## config.mk

```make
export PLATFORM = sky130hd
export DESIGN_NAME = hex_cmd_parser
export DESIGN_NICKNAME = d
export VERILOG_FILES = /design/src/rtl/hcp_pkg.sv /design/src/rtl/hcp_classify.sv /design/src/rtl/hcp_ctrl.sv /design/src/rtl/hcp_accum.sv /design/src/rtl/hex_cmd_parser.sv
export SDC_FILE = /design/constraint.sdc
export NUM_CORES = 1
export LEC_CHECK = 0
export ABC_AREA = 1
export ABC_CLOCK_PERIOD_IN_PS = 3000
export BUFFER_PORTS_ARGS = -buffer_cell sky130_fd_sc_hd__buf_2
export CORE_MARGIN = 1.5
export CORE_UTILIZATION = 45
export DETAILED_ROUTE_END_ITERATION = 7
export PLACE_DENSITY = 0.62
export SLEW_MARGIN = 20
export SYNTH_ARGS = -nofsm -noshare
export SYNTH_HDL_FRONTEND = slang
export SYNTH_SLANG_ARGS = --single-unit
```

## constraint.sdc

```tcl
create_clock -name clk -period 3 [get_ports clk]
set_clock_uncertainty 0.2 [all_clocks]
set_input_delay 0.15 -clock clk [delete_from_list [all_inputs] [get_ports clk]]
set_output_delay 0.15 -clock clk [all_outputs]
set_load 0.01 [all_outputs]
```

## src/rtl/hcp_pkg.sv

```systemverilog
package hcp_pkg;

  localparam logic [7:0] CH_CR = 8'h0D;
  localparam logic [7:0] CH_LF = 8'h0A;
  localparam logic [7:0] CH_RD = 8'h52;
  localparam logic [7:0] CH_WR = 8'h57;

  typedef enum logic [1:0] {
    ST_IDLE = 2'd0,
    ST_RD   = 2'd1,
    ST_WR   = 2'd2,
    ST_DROP = 2'd3
  } hcp_state_e;

  typedef struct packed {
    logic       hex;
    logic [3:0] nib;
    logic       term;
    logic       cmd_rd;
    logic       cmd_wr;
  } hcp_class_t;

endpackage

```

## src/rtl/hcp_classify.sv

```systemverilog
module hcp_classify
  import hcp_pkg::*;
#(
  parameter bit LOWER_OK = 1'b1
) (
  input  logic [7:0] byte_i,
  output hcp_class_t cls_o
);

  logic       dec_hit;
  logic [3:0] dec_nib;
  logic       up_hit;
  logic [3:0] up_nib;
  logic       lo_hit;
  logic [3:0] lo_nib;

  always_comb begin
    dec_hit = (byte_i >= 8'h30) && (byte_i <= 8'h39);
    dec_nib = byte_i[3:0];
    up_hit  = (byte_i >= 8'h41) && (byte_i <= 8'h46);
    up_nib  = 4'(byte_i[3:0] + 4'd9);
  end

  generate
    if (LOWER_OK) begin : g_lower
      always_comb begin
        lo_hit = (byte_i >= 8'h61) && (byte_i <= 8'h66);
        lo_nib = 4'(byte_i[3:0] + 4'd9);
      end
    end else begin : g_upper_only
      always_comb begin
        lo_hit = 1'b0;
        lo_nib = 4'd0;
      end
    end
  endgenerate

  always_comb begin
    cls_o.hex    = dec_hit | up_hit | lo_hit;
    cls_o.nib    = dec_hit ? dec_nib : (up_hit ? up_nib : lo_nib);
    cls_o.term   = (byte_i == CH_CR) || (byte_i == CH_LF);
    cls_o.cmd_rd = (byte_i == CH_RD);
    cls_o.cmd_wr = (byte_i == CH_WR);
  end

  always_comb begin
    if (cls_o.hex) begin
      assert_hex_not_term_R7: assert (!cls_o.term && !cls_o.cmd_rd && !cls_o.cmd_wr);
    end
  end

endmodule

```

## src/rtl/hcp_ctrl.sv

```systemverilog
module hcp_ctrl
  import hcp_pkg::*;
#(
  parameter int ADDR_W = 16,
  parameter int DATA_W = 16
) (
  input  logic       clk,
  input  logic       rst_n,
  input  logic       in_valid,
  input  hcp_class_t cls,
  output logic       shift_en,
  output logic       clr,
  output logic       fire,
  output logic       fire_wr
);

  localparam int ADDR_NIB = ADDR_W / 4;
  localparam int DATA_NIB = DATA_W / 4;
  localparam int TOT_NIB  = ADDR_NIB + DATA_NIB;
  localparam int CNT_W    = $clog2(TOT_NIB + 2);
  localparam logic [CNT_W-1:0] NEED_RD = CNT_W'(ADDR_NIB);
  localparam logic [CNT_W-1:0] NEED_WR = CNT_W'(TOT_NIB);

  hcp_state_e       state_q, state_d;
  logic [CNT_W-1:0] cnt_q, cnt_d;
  logic [CNT_W-1:0] need;

  always_comb begin
    state_d  = state_q;
    cnt_d    = cnt_q;
    shift_en = 1'b0;
    clr      = 1'b0;
    fire     = 1'b0;
    fire_wr  = 1'b0;
    need     = (state_q == ST_WR) ? NEED_WR : NEED_RD;
    if (in_valid) begin
      case (state_q)
        ST_IDLE: begin
          if (cls.term) begin
            state_d = ST_IDLE;
          end else if (cls.cmd_rd) begin
            state_d = ST_RD;
            clr     = 1'b1;
            cnt_d   = '0;
          end else if (cls.cmd_wr) begin
            state_d = ST_WR;
            clr     = 1'b1;
            cnt_d   = '0;
          end else begin
            state_d = ST_DROP;
          end
        end
        ST_RD, ST_WR: begin
          if (cls.term) begin
            fire    = (cnt_q == need);
            fire_wr = (state_q == ST_WR);
            state_d = ST_IDLE;
          end else if (cls.hex && (cnt_q < need)) begin
            shift_en = 1'b1;
            cnt_d    = cnt_q + 1'b1;
          end else begin
            state_d = ST_DROP;
          end
        end
        default: begin
          if (cls.term) state_d = ST_IDLE;
        end
      endcase
    end
  end

  always_ff @(posedge clk or negedge rst_n) begin
    if (!rst_n) begin
      state_q <= ST_IDLE;
      cnt_q   <= '0;
    end else if (in_valid) begin
      state_q <= state_d;
      cnt_q   <= cnt_d;
    end
  end

  assert_gap_holds_R10: assert property (@(posedge clk) disable iff (!rst_n)
    !in_valid |=> ($stable(state_q) && $stable(cnt_q)));

  assert_count_bound_R6: assert property (@(posedge clk) disable iff (!rst_n)
    cnt_q <= NEED_WR);

  assert_drop_sticky_R9: assert property (@(posedge clk) disable iff (!rst_n)
    (state_q == ST_DROP && in_valid && !cls.term) |=> state_q == ST_DROP);

  assert_term_to_idle_R4: assert property (@(posedge clk) disable iff (!rst_n)
    (in_valid && cls.term) |=> state_q == ST_IDLE);

endmodule

```

## src/rtl/hcp_accum.sv

```systemverilog
module hcp_accum #(
  parameter int NIBBLES = 8
) (
  input  logic                 clk,
  input  logic                 rst_n,
  input  logic                 clr,
  input  logic                 shift_en,
  input  logic [3:0]           nib,
  output logic [NIBBLES*4-1:0] value
);

  localparam int W = NIBBLES * 4;

  logic [W-1:0] acc_q, acc_d;

  always_comb begin
    acc_d = acc_q;
    if (clr)           acc_d = '0;
    else if (shift_en) acc_d = {acc_q[W-5:0], nib};
  end

  always_ff @(posedge clk or negedge rst_n) begin
    if (!rst_n)                acc_q <= '0;
    else if (clr || shift_en)  acc_q <= acc_d;
  end

  assign value = acc_q;

  assert_shift_msb_first_R2: assert property (@(posedge clk) disable iff (!rst_n)
    (shift_en && !clr) |=> acc_q[3:0] == $past(nib));

endmodule

```

## src/rtl/hex_cmd_parser.sv

```systemverilog
module hex_cmd_parser
  import hcp_pkg::*;
#(
  parameter int ADDR_W = 16,
  parameter int DATA_W = 16
) (
  input  logic              clk,
  input  logic              rst_n,
  input  logic              in_valid,
  input  logic [7:0]        in_data,
  output logic              req_valid,
  output logic [ADDR_W-1:0] req_addr,
  output logic [DATA_W-1:0] req_data,
  output logic              req_rw
);

  localparam int NIB = (ADDR_W + DATA_W) / 4;
  localparam int ACC_W = NIB * 4;

  hcp_class_t       cls;
  logic             shift_en, clr, fire, fire_wr;
  logic [ACC_W-1:0] acc;
  logic             term_seen;

  logic              valid_d;
  logic [ADDR_W-1:0] addr_d;
  logic [DATA_W-1:0] data_d;
  logic              rw_d;

  hcp_classify #(.LOWER_OK(1'b1)) u_cls (
    .byte_i (in_data),
    .cls_o  (cls)
  );

  hcp_ctrl #(.ADDR_W(ADDR_W), .DATA_W(DATA_W)) u_ctrl (
    .clk      (clk),
    .rst_n    (rst_n),
    .in_valid (in_valid),
    .cls      (cls),
    .shift_en (shift_en),
    .clr      (clr),
    .fire     (fire),
    .fire_wr  (fire_wr)
  );

  hcp_accum #(.NIBBLES(NIB)) u_acc (
    .clk      (clk),
    .rst_n    (rst_n),
    .clr      (clr),
    .shift_en (shift_en),
    .nib      (cls.nib),
    .value    (acc)
  );

  assign term_seen = in_valid && cls.term;

  always_comb begin
    valid_d = fire;
    addr_d  = req_addr;
    data_d  = req_data;
    rw_d    = req_rw;
    if (fire) begin
      rw_d = fire_wr;
      if (fire_wr) begin
        addr_d = acc[ACC_W-1 -: ADDR_W];
        data_d = acc[DATA_W-1:0];
      end else begin
        addr_d = acc[ADDR_W-1:0];
        data_d = '0;
      end
    end
  end

  always_ff @(posedge clk or negedge rst_n) begin
    if (!rst_n) begin
      req_valid <= 1'b0;
      req_addr  <= '0;
      req_data  <= '0;
      req_rw    <= 1'b0;
    end else begin
      req_valid <= valid_d;
      if (fire) begin
        req_addr <= addr_d;
        req_data <= data_d;
        req_rw   <= rw_d;
      end
    end
  end

  assert_single_pulse_R5: assert property (@(posedge clk) disable iff (!rst_n)
    req_valid |=> !req_valid);

  assert_pulse_after_term_R5: assert property (@(posedge clk) disable iff (!rst_n)
    $rose(req_valid) |-> $past(term_seen));

  assert_read_data_zero_R3: assert property (@(posedge clk) disable iff (!rst_n)
    (req_valid && !req_rw) |-> req_data == '0);

  assert_fields_stable_R2: assert property (@(posedge clk) disable iff (!rst_n)
    !$past(fire) |-> ($stable(req_addr) && $stable(req_data) && $stable(req_rw)));

endmodule

```

## Word-level counts from Yosys, hierarchy flattened

Index checks and enable logic that the tools add are counted.

| word-level totals | value |
|---|---|
| register bits after elaboration | 72 |
| logic and storage cells | 78 |
| bits of input ports | 11 |
| output and inout bits | 34 |

| operators by class | value |
|---|---|
| eq/ne operators | 12 |
| add/subtract/negate cells | 2 |
| magnitude comparators | 7 |
| mux-type cells | 34 |
| reductions and logical operators | 14 |
| bitwise operators | 2 |

Operator list:

| kind | number |
|---|---|
| 32-bit two-way mux | 2 |
| 16-bit two-way mux | 2 |
| 4-bit two-way mux | 7 |
| 8-bit by 4-bit == test with 1-bit output, second input constant | 2 |
| 8-bit by 7-bit == test with 1-bit output, second input constant | 2 |
| 8-bit by 7-bit >= comparator with 1-bit output, second input constant | 2 |
| 8-bit by 7-bit <= comparator with 1-bit output, second input constant | 2 |
| 1-bit two-way mux | 16 |
| 2-bit two-way mux | 5 |
| 8-bit by 6-bit >= comparator with 1-bit output, second input constant | 1 |
| 8-bit by 6-bit <= comparator with 1-bit output, second input constant | 1 |
| 4-bit case mux with 2 select lines | 1 |
| 3-bit != test, second input constant | 2 |
| 6-bit AND reduction | 1 |
| 4-bit by 1-bit adder with 4-bit output, second input constant | 1 |
| 4-bit adder, second input constant | 1 |
| 4-bit == test | 1 |
| 1-bit logical AND | 4 |
| 4-bit less-than comparator | 1 |
| 2-bit != test, second input constant | 2 |
| 2-bit case mux with 2 select lines | 1 |
| 2-bit nonzero test | 2 |
| 3-bit AND reduction | 1 |
| 3-bit nonzero test | 1 |
| other kinds (8) | 10 |

## Logic depth before layout (Yosys ltp)

| depth | value |
|---|---|
| depth in word-level cells | 11 |
| mapped depth | 12 |

## Modules after synthesis

Synthesis repeated with hierarchy kept, for this count alone.

| unflattened totals | value |
|---|---|
| cells, all modules | 461 |
| area, all modules | 3,719.8 um2 |

Modules (own cells, without submodules):

| module | cells an instance | area an instance (um2) | instances |
|---|---|---|---|
| hex_cmd_parser | 192 | 1,579.0 | 1 |
| hcp_accum | 140 | 1,283.7 | 1 |
| hcp_ctrl | 79 | 574.3 | 1 |
| hcp_classify | 50 | 282.8 | 1 |

## Worst setup path before layout

No wires, ideal clock.

| path | value |
|---|---|
| path kind | reg-to-reg |
| start point | register u_ctrl.state_q[0] |
| end point | register u_ctrl.cnt_q[0] |
| library setup time | 0.117 ns |
| cell stages (with the launch flop) | 11 |
| period minus slack after synthesis | 2.025 ns |
| buffers on the path | 0 |
| path slack | 0.975 ns |
| arrival time | 1.708 ns |
| path through | dfrtp_1 inv_1 ha_1 inv_1 ha_1 a21oi_1 nand3_1 nand2_1 nand2_1 nand2_1 nand2_1 |

| between the ends | value |
|---|---|
| word-level cells in the longest chain between the ends | 6 |
| elaborated cells on any way between the ends | 14 |
| those cells by class | 1 x order compare; 6 x eq/ne; 2 x mux; 5 x reduce/logical |

RTL lines:

| item | line | source |
|---|---|---|
| start: declaration | hcp_ctrl.sv:24 | `hcp_state_e state_q, state_d;` |
| start signal: assignment | hcp_ctrl.sv:77 | `state_q <= state_d;` |
| 2-bit == test | hcp_ctrl.sv:35, hcp_ctrl.sv:37 |  |
| 4-bit two-way mux | hcp_ctrl.sv:35 | `need = (state_q == ST_WR) ? NEED_WR : NEED_RD;` |
| 4-bit less-than comparator | hcp_ctrl.sv:58 | `end else if (cls.hex && (cnt_q < need)) begin` |
| 1-bit logical AND | hcp_ctrl.sv:58 |  |
| 2-bit by 1-bit != test with 1-bit output (no line) | - |  |
| 6-bit AND reduction (no line) | - |  |
| end signal: assignment | hcp_ctrl.sv:78 | `cnt_q <= cnt_d;` |
| end: declaration | hcp_ctrl.sv:25 | `logic [CNT_W-1:0] cnt_q, cnt_d;` |

Parallel ways exist; a longest one is shown, timed or not.
A chain may end at the register's enable or synchronous reset.

## Worst setup path in the final report

| path | value |
|---|---|
| start point | register u_ctrl.state_q[0] |
| end point | register u_acc.acc_q[18] (netlist: u_acc.value[18]) |

| between the ends | value |
|---|---|
| word-level cells in the longest chain between the ends | 10 |
| elaborated cells on any way between the ends | 17 |
| those cells by class | 1 x order compare; 2 x eq/ne; 8 x mux; 6 x reduce/logical |

RTL lines:

| item | line | source |
|---|---|---|
| 2-bit == test | hcp_ctrl.sv:35, hcp_ctrl.sv:37 |  |
| 4-bit two-way mux | hcp_ctrl.sv:35 |  |
| 4-bit less-than comparator | hcp_ctrl.sv:58 |  |
| 1-bit logical AND | hcp_ctrl.sv:58 |  |
| 1-bit two-way mux | hcp_ctrl.sv:58 |  |
| 1-bit two-way mux | hcp_ctrl.sv:54 | `if (cls.term) begin` |
| 1-bit two-way mux | hcp_ctrl.sv:37 | `case (state_q)` |
| 1-bit two-way mux | hcp_ctrl.sv:36 | `if (in_valid) begin` |
| 2-bit nonzero test (no line) / 1-bit logical OR (equally long branches) | - |  |
| 2-bit AND reduction (no line) | - |  |
| end signal: assignment | hcp_accum.sv:23 | `if (!rst_n) acc_q <= '0;` |
| end signal: assignment | hcp_accum.sv:24 | `else if (clr \|\| shift_en) acc_q <= acc_d;` |
| end: declaration | hcp_accum.sv:14 | `logic [W-1:0] acc_q, acc_d;` |

Parallel ways exist; a longest one is shown, timed or not.

==> flow_summary.json <==
{
  "min_period_over_period": 0.800,
  "overflow": 0,
  "fin_area_um2": 4130,
  "vias": 2843,
  "critPathRequiredTime_ns": 3.09,
  "track_usage": 0.193,
  "setup_viol": 0,
  "start_kind": "flip-flop",
  "yosysWarnings": 0,
  "cp_cell_sequence": "inv_1, ha_1, inv_1, ha_1, a21oi_1, nand4_4, inv_2, nand2_1, nand2_1",
  "max_freq_mhz": 416,
  "clk_pin_slew_worst_paths_ns": 0.08,
  "dieArea_um2": 8710,
  "hold_ws_ns": -0.00441,
  "cts_sinks": 72,
  "synth_cells": 422,
  "cts_root_buf": "clkbuf_8",
  "wirelength_um": 7630,
  "synth_seq_cells": 72,
  "max_stage_delay_ns": 0.43,
  "pin_count": 45,
  "synth_area_um2": 3670,
  "ir_worst_vdd_v": 0.000524,
  "nNetsFinal": 485,
  "synth_nets": 444,
  "crit_slowest_cell": "inv_2",
  "drc": 0,
  "end_kind": "flip-flop",
  "critPathBufInv": 3,
  "cp_max_fo": 32,
  "viasPerCell": 4.99,
  "drv_cap": 0,
  "finalCriticalPeriod_ns": 2.40,
  "grt_pass1_wl_um": 13100,
  "io_buffers": 44,
  "core_um2": 7810,
  "path_class": "reg2reg",
  "drive_gt1_frac": 0.209,
  "fin_setup_tns_ns": 0,
  "drt_pass1_iterations": 6,
  "num-fill-cells": 771,
  "numCtsBuffers": 9,
  "drtAntennaViolNets": 0,
  "initial_core_util": 0.470,
  "insertion_delay_ns": 0.34,
  "worst_pin_slew_ns": 0.650,
  "area_delta_synth_final_pct": 12.4,
  "die_w_um": 93.3,
  "critPathTopFamily": "buffers and inverters",
  "first_global_vias": 2776,
  "place_area_um2": 3920,
  "p_per_area_nw_per_um2": 632,
  "rsz0062_at_grt": "false",
  "hold_violations": 2,
  "gp_congestion": 0.770,
  "cts_tree": "yes",
  "placement_rows": 32,
  "slew_viol_final": 0,
  "status": "finished, violations left",
  "cts_max_level": 3,
  "violations": "negative hold slack",
  "grt_max_degree": 37,
  "leakagePower_nw": 2.27,
  "final_common_cell": "nand2_1",
  "clockBufferDepth": 2,
  "seq_area_frac_synth": 0.491,
  "dp.final_hpwl_um": 5300,
  "hp-class": "in2async",
  "layout_common_cells": "150 x nand2_1, 72 x dfrtp_1, 64 x nand3_1, 44 x buf_2, 24 x nor2_1",
  "drt_iter0_markers": 185,
  "max_slew_margin": 0.566,
  "syn_area_per_cell_um2": 8.70,
  "wl_per_cell_um": 13.4,
  "num_antenna_cells": 0,
  "antenna_found_initial": 0,
  "synth_cell_type_count": 27,
  "worstPathArrival_ns": 2.49,
  "fp.dieH_um": 93.3
}
## through the flow
| step | power, mW | utilization | std cells | worst slack (ns) | hold slack, ns |
|---|---|---|---|---|---|
| after floorplan | 1.67 | - | 422 | 0.975 | -0.346 |
| after CTS | 2.63 | 0.529 | 570 | 0.608 | 0.00137 |
| after detailed placement | 1.86 | 0.502 | 553 | 0.641 | -0.156 |
| after global placement | 1.84 | 0.502 | 553 | 0.727 | -0.156 |
| after global routing | 2.78 | 0.529 | 570 | 0.434 | 0.0122 |
| final | 2.61 | 0.529 | 570 | 0.599 | -0.00441 |
## report_power, final
group,switching [mW],leakage [nW],total (mW),internal [mW]
Combinational,0.418,1.17,0.632,0.214
Clock,0.387,0.0968,0.776,0.389
Sequential,0.120,0.995,1.20,1.08
Total,0.925,2.27,2.61,1.68
## Yosys cell counts
cell type / number / share of area
nor2b_1: 1 / 0.0017
buf_6: 6 / 0.018
nor2_1: 24 / 0.025
xnor2_1: 1 / 0.0024
nand2_2: 4 / 0.0068
inv_1: 19 / 0.019
buf_4: 3 / 0.0061
nor2_4: 1 / 0.0031
buf_8: 1 / 0.0041
nand4_4: 2 / 0.012
a21oi_1: 3 / 0.0041
nand3_1: 64 / 0.087
nor2_8: 1 / 0.0055
and3_1: 1 / 0.0017
nand2_1: 150 / 0.15
xor2_1: 4 / 0.0095
inv_2: 4 / 0.0041
buf_2: 8 / 0.011
nor2_2: 1 / 0.0017
nand3_2: 2 / 0.0055
nand4_2: 1 / 0.0034
nand3_4: 1 / 0.0048
dfrtp_1: 72 / 0.49
clkbuf_1: 3 / 0.0031
o21ai_0: 18 / 0.025
a31oi_2: 16 / 0.055
ha_1: 11 / 0.037
## what timing repair did
action | in CTS | in global routing
hold buffers | 1 | 0
setup buffers | 0 | 0
endpoints found under the hold margin | 72 | 0
gates resized for setup | 0 | 0
## cells by family after synthesis
group                      count (synthesis)  synth area share
DFF                                       72             0.491
and+or+nand+nor                          253             0.311
buffers and inverters                     44            0.0661
AOI/OAI and AO/OA                         37            0.0831
adders and majority gates                 11            0.0375
xor gates and xnor gates                   5            0.0119
## sequential cells by signal, summed over array words and instances, names as in the netlist
register	flops
req_valid	1
req_data	16
u_ctrl.state_q	2
req_addr	16
req_rw	1
u_ctrl.cnt_q	4
u_acc.value	32
## routing by layer
layer	routed length (um)	global-route usage	share of wire	vias to the layer above
li1	-	-	-	1453
met1	3490	0.251	0.46	1331
met2	3790	0.322	0.50	51
met3	273	0.0463	0.036	8
met4	79	0.0492	0.010	0
met5	0	0	0	-
## worst register-to-register path: stages, from the launching register on
cell	delay, ns
dfrtp_1	0.40
inv_1	0.09
ha_1	0.19
inv_1	0.07
ha_1	0.31
a21oi_1	0.30
nand4_4	0.13
inv_2	0.43
nand2_1	0.13
nand2_1	0.09
## worst paths after layout
kind,from,to,slack [ns],cells past startpoint
worst max-delay path,u_ctrl.state_q[0],u_acc.value[18],0.60,9
worst min-delay path,rst_n,u_acc.value[31],-0.004,2
worst max register to register,u_ctrl.state_q[0],u_acc.value[18],0.60,9
worst min register to register,req_rw,req_rw,0.30,2
max in group asynchronous,rst_n,u_acc.value[11],1.83,3
min in group clk,in_data[2],u_acc.value[2],0.03,5
## final cells by class
class | instances | area [um^2] | share of cell area
timing repair buffer | 51 | 288 | 0.0697
inverter | 23 | 86.3 | 0.0209
sequential | 72 | 1800 | 0.436
clock inverter | 6 | 68.8 | 0.0167
clock buffer | 10 | 128 | 0.0309
tap | 102 | 128 | 0.0309
multi-input combinational | 306 | 1630 | 0.394
Note: power is estimated with default switching activity, not from simulation.
